### config.mk
export PLATFORM = sky130hd
export DESIGN_NAME = flash_cmd_decoder
export DESIGN_NICKNAME = d
export VERILOG_FILES = /design/src/rtl/flash_cmd_pkg.sv /design/src/rtl/flash_seq_fsm.sv /design/src/rtl/flash_id_sel.sv /design/src/rtl/flash_read_mux.sv /design/src/rtl/flash_cmd_decoder.sv
export SDC_FILE = /design/constraint.sdc
export NUM_CORES = 1
export LEC_CHECK = 0
export ABC_AREA = 0
export ABC_CLOCK_PERIOD_IN_PS = 3400
export BUFFER_PORTS_ARGS = -buffer_cell sky130_fd_sc_hd__buf_2
export CAP_MARGIN = 5
export CELL_PAD_IN_SITES_DETAIL_PLACEMENT = 0
export CELL_PAD_IN_SITES_GLOBAL_PLACEMENT = 1
export CORE_MARGIN = 3
export CORE_UTILIZATION = 26
export CTS_BUF_LIST = sky130_fd_sc_hd__clkbuf_8
export CTS_CLUSTER_SIZE = 28
export DETAILED_ROUTE_END_ITERATION = 10
export GPL_ROUTABILITY_DRIVEN = 1
export PLACE_DENSITY_LB_ADDON = 0.15
export SYNTH_ARGS = -nofsm -noshare
export SYNTH_HDL_FRONTEND = slang
export SYNTH_SLANG_ARGS = --single-unit
### constraint.sdc
create_clock -name clk -period 3.4 [get_ports clk]
set_clock_uncertainty 0.1 [all_clocks]
set_input_delay 0.34 -clock clk [delete_from_list [all_inputs] [get_ports clk]]
set_output_delay 0.34 -clock clk [all_outputs]
set_load 0.03 [all_outputs]
### src/rtl/flash_cmd_pkg.sv
package flash_cmd_pkg;

    typedef enum logic [2:0] {
        ST_IDLE   = 3'd0,
        ST_UNL1   = 3'd1,
        ST_UNL2   = 3'd2,
        ST_SETUP  = 3'd3,
        ST_SUNL1  = 3'd4,
        ST_SUNL2  = 3'd5
    } seq_step_e;

    typedef struct packed {
        seq_step_e step;
        logic      id_mode;
        logic      we_q;
        logic      start;
        logic      abort;
    } seq_state_t;

    localparam logic [7:0] CMD_UNLOCK_A = 8'hAA;
    localparam logic [7:0] CMD_UNLOCK_B = 8'h55;
    localparam logic [7:0] CMD_IDENT    = 8'h90;
    localparam logic [7:0] CMD_SETUP    = 8'h80;
    localparam logic [7:0] CMD_CONFIRM  = 8'h10;
    localparam logic [7:0] CMD_RESET    = 8'hF0;

endpackage

### src/rtl/flash_seq_fsm.sv
module flash_seq_fsm
    import flash_cmd_pkg::*;
#(
    parameter int ADDR_W = 12,
    parameter logic [ADDR_W-1:0] ADDR_A = 'h555,
    parameter logic [ADDR_W-1:0] ADDR_B = 'h2AA
) (
    input  logic              clk,
    input  logic              rst_n,
    input  logic              we_n,
    input  logic [ADDR_W-1:0] addr,
    input  logic [7:0]        wdata,
    input  logic              busy,
    input  logic              op_fail,
    output logic              id_mode,
    output logic              erase_start,
    output logic              erase_abort
);

    seq_state_t st_d, st_q;

    logic wr_edge;
    logic at_a, at_b;

    always_comb begin
        wr_edge = st_q.we_q == 1'b0 && we_n == 1'b1;
        at_a    = addr == ADDR_A;
        at_b    = addr == ADDR_B;

        st_d       = st_q;
        st_d.we_q  = we_n;
        st_d.start = 1'b0;
        st_d.abort = 1'b0;

        if (wr_edge) begin
            if (wdata == CMD_RESET) begin
                st_d.step    = ST_IDLE;
                st_d.id_mode = 1'b0;
                st_d.abort   = busy | op_fail;
            end else if (!busy) begin
                st_d.step = ST_IDLE;
                unique case (st_q.step)
                    ST_IDLE: begin
                        if (at_a && wdata == CMD_UNLOCK_A) st_d.step = ST_UNL1;
                        else                                st_d.id_mode = 1'b0;
                    end
                    ST_UNL1: begin
                        if (at_b && wdata == CMD_UNLOCK_B) st_d.step = ST_UNL2;
                        else                                st_d.id_mode = 1'b0;
                    end
                    ST_UNL2: begin
                        if (at_a && wdata == CMD_IDENT) begin
                            st_d.id_mode = 1'b1;
                        end else if (at_a && wdata == CMD_SETUP) begin
                            st_d.step    = ST_SETUP;
                            st_d.id_mode = 1'b0;
                        end else begin
                            st_d.id_mode = 1'b0;
                        end
                    end
                    ST_SETUP: begin
                        if (at_a && wdata == CMD_UNLOCK_A) st_d.step = ST_SUNL1;
                    end
                    ST_SUNL1: begin
                        if (at_b && wdata == CMD_UNLOCK_B) st_d.step = ST_SUNL2;
                    end
                    ST_SUNL2: begin
                        if (at_a && wdata == CMD_CONFIRM) st_d.start = 1'b1;
                    end
                    default: st_d.id_mode = 1'b0;
                endcase
            end
        end
    end

    always_ff @(posedge clk or negedge rst_n) begin
        if (!rst_n) begin
            st_q.step    <= ST_IDLE;
            st_q.id_mode <= 1'b0;
            st_q.we_q    <= 1'b1;
            st_q.start   <= 1'b0;
            st_q.abort   <= 1'b0;
        end else begin
            st_q <= st_d;
        end
    end

    assign id_mode     = st_q.id_mode;
    assign erase_start = st_q.start;
    assign erase_abort = st_q.abort;

endmodule

### src/rtl/flash_id_sel.sv
module flash_id_sel #(
    parameter logic [7:0] MFR_CODE = 8'hC2,
    parameter logic [7:0] DEV_CODE = 8'h51,
    parameter logic [7:0] DEV_HI   = 8'h22
) (
    input  logic [1:0]  sel,
    input  logic        word_mode,
    input  logic        sector_prot,
    output logic [15:0] id_data
);

    logic [7:0] lo_byte;
    logic [7:0] hi_byte;

    always_comb begin
        lo_byte = 8'h00;
        hi_byte = 8'h00;
        unique case (sel)
            2'b00: lo_byte = MFR_CODE;
            2'b01: begin
                lo_byte = DEV_CODE;
                hi_byte = DEV_HI;
            end
            2'b10: lo_byte = {7'd0, sector_prot};
            default: lo_byte = 8'h00;
        endcase
        id_data = {word_mode ? hi_byte : 8'h00, lo_byte};
    end

endmodule

### src/rtl/flash_read_mux.sv
module flash_read_mux #(
    parameter int DATA_W = 16,
    localparam int HALF_W = DATA_W / 2
) (
    input  logic              busy,
    input  logic              id_mode,
    input  logic              word_mode,
    input  logic [DATA_W-1:0] array_rdata,
    input  logic [DATA_W-1:0] id_data,
    input  logic [HALF_W-1:0] status,
    output logic [DATA_W-1:0] rdata
);

    always_comb begin
        if (busy) begin
            rdata = {{HALF_W{1'b0}}, status};
        end else if (id_mode) begin
            rdata = id_data;
        end else if (word_mode) begin
            rdata = array_rdata;
        end else begin
            rdata = {{HALF_W{1'b0}}, array_rdata[HALF_W-1:0]};
        end
    end

endmodule

### src/rtl/flash_cmd_decoder.sv
module flash_cmd_decoder #(
    parameter int ADDR_W = 12,
    parameter logic [7:0] MFR_CODE = 8'hC2,
    parameter logic [7:0] DEV_CODE = 8'h51,
    parameter logic [7:0] DEV_HI   = 8'h22
) (
    input  logic              clk,
    input  logic              rst_n,
    input  logic              we_n,
    input  logic [ADDR_W-1:0] addr,
    input  logic [7:0]        wdata,
    input  logic              word_mode,
    input  logic [15:0]       array_rdata,
    input  logic              sector_prot,
    input  logic              busy,
    input  logic              op_fail,
    input  logic [7:0]        status,
    output logic [15:0]       rdata,
    output logic              erase_start,
    output logic              erase_abort
);

    logic        id_mode;
    logic [15:0] id_data;

    flash_seq_fsm #(
        .ADDR_W (ADDR_W)
    ) i_fsm (
        .clk         (clk),
        .rst_n       (rst_n),
        .we_n        (we_n),
        .addr        (addr),
        .wdata       (wdata),
        .busy        (busy),
        .op_fail     (op_fail),
        .id_mode     (id_mode),
        .erase_start (erase_start),
        .erase_abort (erase_abort)
    );

    flash_id_sel #(
        .MFR_CODE (MFR_CODE),
        .DEV_CODE (DEV_CODE),
        .DEV_HI   (DEV_HI)
    ) i_id (
        .sel         (addr[1:0]),
        .word_mode   (word_mode),
        .sector_prot (sector_prot),
        .id_data     (id_data)
    );

    flash_read_mux #(
        .DATA_W (16)
    ) i_rmux (
        .busy        (busy),
        .id_mode     (id_mode),
        .word_mode   (word_mode),
        .array_rdata (array_rdata),
        .id_data     (id_data),
        .status      (status),
        .rdata       (rdata)
    );

endmodule

==> results_dict.tcl <==
set metrics [dict create \
    ant_nets 0 \
    antenna_found_initial 0 \
    ys_seq_elements 7 \
    maxCapViolCount 0 \
    synth-edff-count 0 \
    finalNetCount 227 \
    num_antenna_cells 0 \
    clk_latency_ns 0.22 \
    wire_per_inst_um 12.4 \
    cts_tree "done" \
    routabilityCongestion 0.826 \
    seq_area_sq_um 176 \
    tightest_slew_ns 0.363 \
    drc 0 \
    crit_arrival_ns 1.58 \
    fmax_mhz 496 \
    status "completed" \
    slew_headroom_pct 75.6 \
    row_count 18 \
    yosysTopAreaCellShare_pct 19.8 \
    cpMaxStageDelayCell "dfrtp_1" \
    ys_seq_area_share_pct 23.3 \
    synth_cells 104 \
    drv_slew 0 \
    cts_root_buffer "clkbuf_8" \
    rr_worst_depth 5 \
    fillers 276 \
    cp-start-kind "flop" \
    grt_overflow 0 \
    synth.avg_cell_area_sq_um 7.28 \
    drive_gt1_share_pct 45.1 \
    cp_num_buf_inv 2 \
    path_max_fanout 9 \
    fin_tns_setup_ns 0 \
    rrSetupSlack_ns 1.73 \
    area_growth_pct 56.0 \
    grt_usage_pct 13.7 \
    cts-resized-gates 0 \
    clk_pin_slew_worst_paths_ns 0.04 \
    whs_ns 0.130 \
    dr.pass1.iters 4 \
    yosys_warnings 0 \
    vias_per_cell 4.98 \
    hpwl_um 2220 \
    yosys.area.top_type "dfrtp_1" \
    fp.dieH_um 60.0 \
    synth-main-ff-cell "dfrtp_1" \
    min_period_over_period_pct 59.3 \
    hold_path.class "input pin to flop" \
    routed_wl_um 2540 \
    numPortBuffers 68 \
    final_util_pct 45.2 \
    crit_chain "clkinv_1, nor3_1, a21oi_1, o21ai_0, buf_2" \
    die_x_um 60.0 \
    multiInputGateArea_sq_um 564 \
    rsz0062_at_grt "false" \
    cts.sinks 7 \
    core_area_sq_mm 0.00261 \
    crit_path_end_kind "primary output" \
    yosys-top-cells-area "dfrtp_1 (20%), nand2_1 (8.9%), o21ai_0 (6.6%)" \
    grt_pass1_vias 886 \
    hold-path-endpoint "i_fsm.st_q[2]" \
    required_ns 2.96 \
    vias 1021 \
    power.density_mw_per_mm2 251 \
    hold_start "we_n" \
    reg2reg_to "i_fsm.id_mode" \
    ys_async_sr_fraction_pct 100 \
    cts_buffers 3 \
    synth.distinct_cells 38 \
    pin_count 69 \
    clk_path_buf_depth 2 \
    min_period_ns 2.02 \
    syn_area_sq_um 757 \
    max_stage_delay_ns 0.41 \
    drt_iter0_drc 47 \
    vdd.ir_drop.worst_mv 0.186 \
    htree_levels 1 \
    regToRegStartpoint "i_fsm.st_q[6]" \
    path_class "flop to primary output" \
    cp_top_family "buffers and inverters" \
    syn-num-nets 155 \
    die_area_sq_mm 0.00359 \
    p_leak_nw 0.572 \
    hold-path-cell-count 1 \
    initial_core_util_pct 29.0 \
    grt_pass1_wl_um 3820 \
    grt_max_degree 19 \
    hold_viol_final 0 \
    setup_viol 0 \
]
## cells by family after synthesis
kind of cell    after synthesis  share of synthesized area, %
simple gates                 67                          52.9
buf+inv                       4                          2.15
mux                           1                          1.32
flops                         7                          23.3
compound gates               25                          20.3
## state kept, by name, indices dropped and copies added (netlist names)
register and cells:
i_fsm.id_mode 1, i_fsm.erase_abort 1, i_fsm.st_q 4, i_fsm.erase_start 1
## placed cells by master (no fill, tap or decap), types with 3 or more instances in the layout
master / netlist / layout
nor3_1: 6 / 6
nand3_1: 4 / 4
a22o_1: 3 / 3
clkbuf_8: 0 / 3
nor2_1: 9 / 9
buf_2: 1 / 68
dfrtp_1: 6 / 6
o21ai_0: 10 / 10
nand2_1: 18 / 18
and2_1: 6 / 6
a21oi_1: 6 / 6
## timing repair
action / CTS / global route
hold buffers: 1 / 0
buffers inserted: 0 / 0
endpoints found under the hold margin: 6 / 0
## how the worst max path moves through the flow
stage          endpoint           from  slack [ns]  depth (start not counted)
3_3_place_gp   rdata[1]  i_fsm.id_mode        1.59                          5
2_1_floorplan  rdata[1]  i_fsm.id_mode        1.44                          4
3_5_place_dp   rdata[4]        addr[1]        1.60                          6
5_1_grt        rdata[1]  i_fsm.id_mode        1.21                          5
4_1_cts        rdata[1]  i_fsm.id_mode        1.36                          5
6_report       rdata[1]  i_fsm.id_mode        1.38                          5
## cells in the mapped netlist, types with 2 or more instances
cell / number
nand4_1: 2
nor4_2: 2
nor3_1: 6
nand2_1: 18
o21ai_0: 10
nor2_1: 9
nor4_1: 2
and4bb_2: 2
a21oi_1: 6
a22o_1: 3
dfrtp_1: 6
and2_1: 6
nor2b_1: 2
nand3_1: 4
nand4b_1: 2
nor4bb_1: 2
## worst register-to-register path, stage by stage, from the launching register on
cell,delay (ns)
dfrtp_1,0.46
nor4bb_1,0.29
nand4b_1,0.18
nor4_2,0.24
o31ai_1,0.14
mux2i_1,0.14
## layer usage
metal  vias up  share of wire, %  global-route usage, %
met5         -                 0                      0
met4         0                 0                   2.85
met3         0                12                   4.32
met2        49                46                   23.1
met1       440                42                   16.8
li1        532                 -                      -
## power by group
part	switching, W	leakage (nW)	total, W	internal [W]
Clock	0.0000324	0.0269	0.000110	0.0000777
Sequential	0.000000454	0.0944	0.0000854	0.0000849
Combinational	0.0000584	0.451	0.000101	0.0000430
## through the flow
stage	total power, W	std cells	area [sq um]	setup slack (ns)
after detailed placement	0.000188	200	1130	1.60
after global routing	0.000316	205	1180	1.21
after floorplan	0.000137	104	757	1.44
after CTS	0.000302	205	1180	1.36
after global placement	0.000187	200	1130	1.59
final	0.000297	205	1180	1.38
## layout make-up
type                            count  share of cell area (%)
Tap cell                           30                    3.18
Multi-Input combinational cell     93                    47.8
Sequential cell                     7                    14.9
Clock buffer                        3                    3.50
Inverter                            2                   0.636
Timing Repair Buffer               69                    29.7
Clock inverter                      1                   0.318
Note: power is estimated with default switching activity, not from simulation.
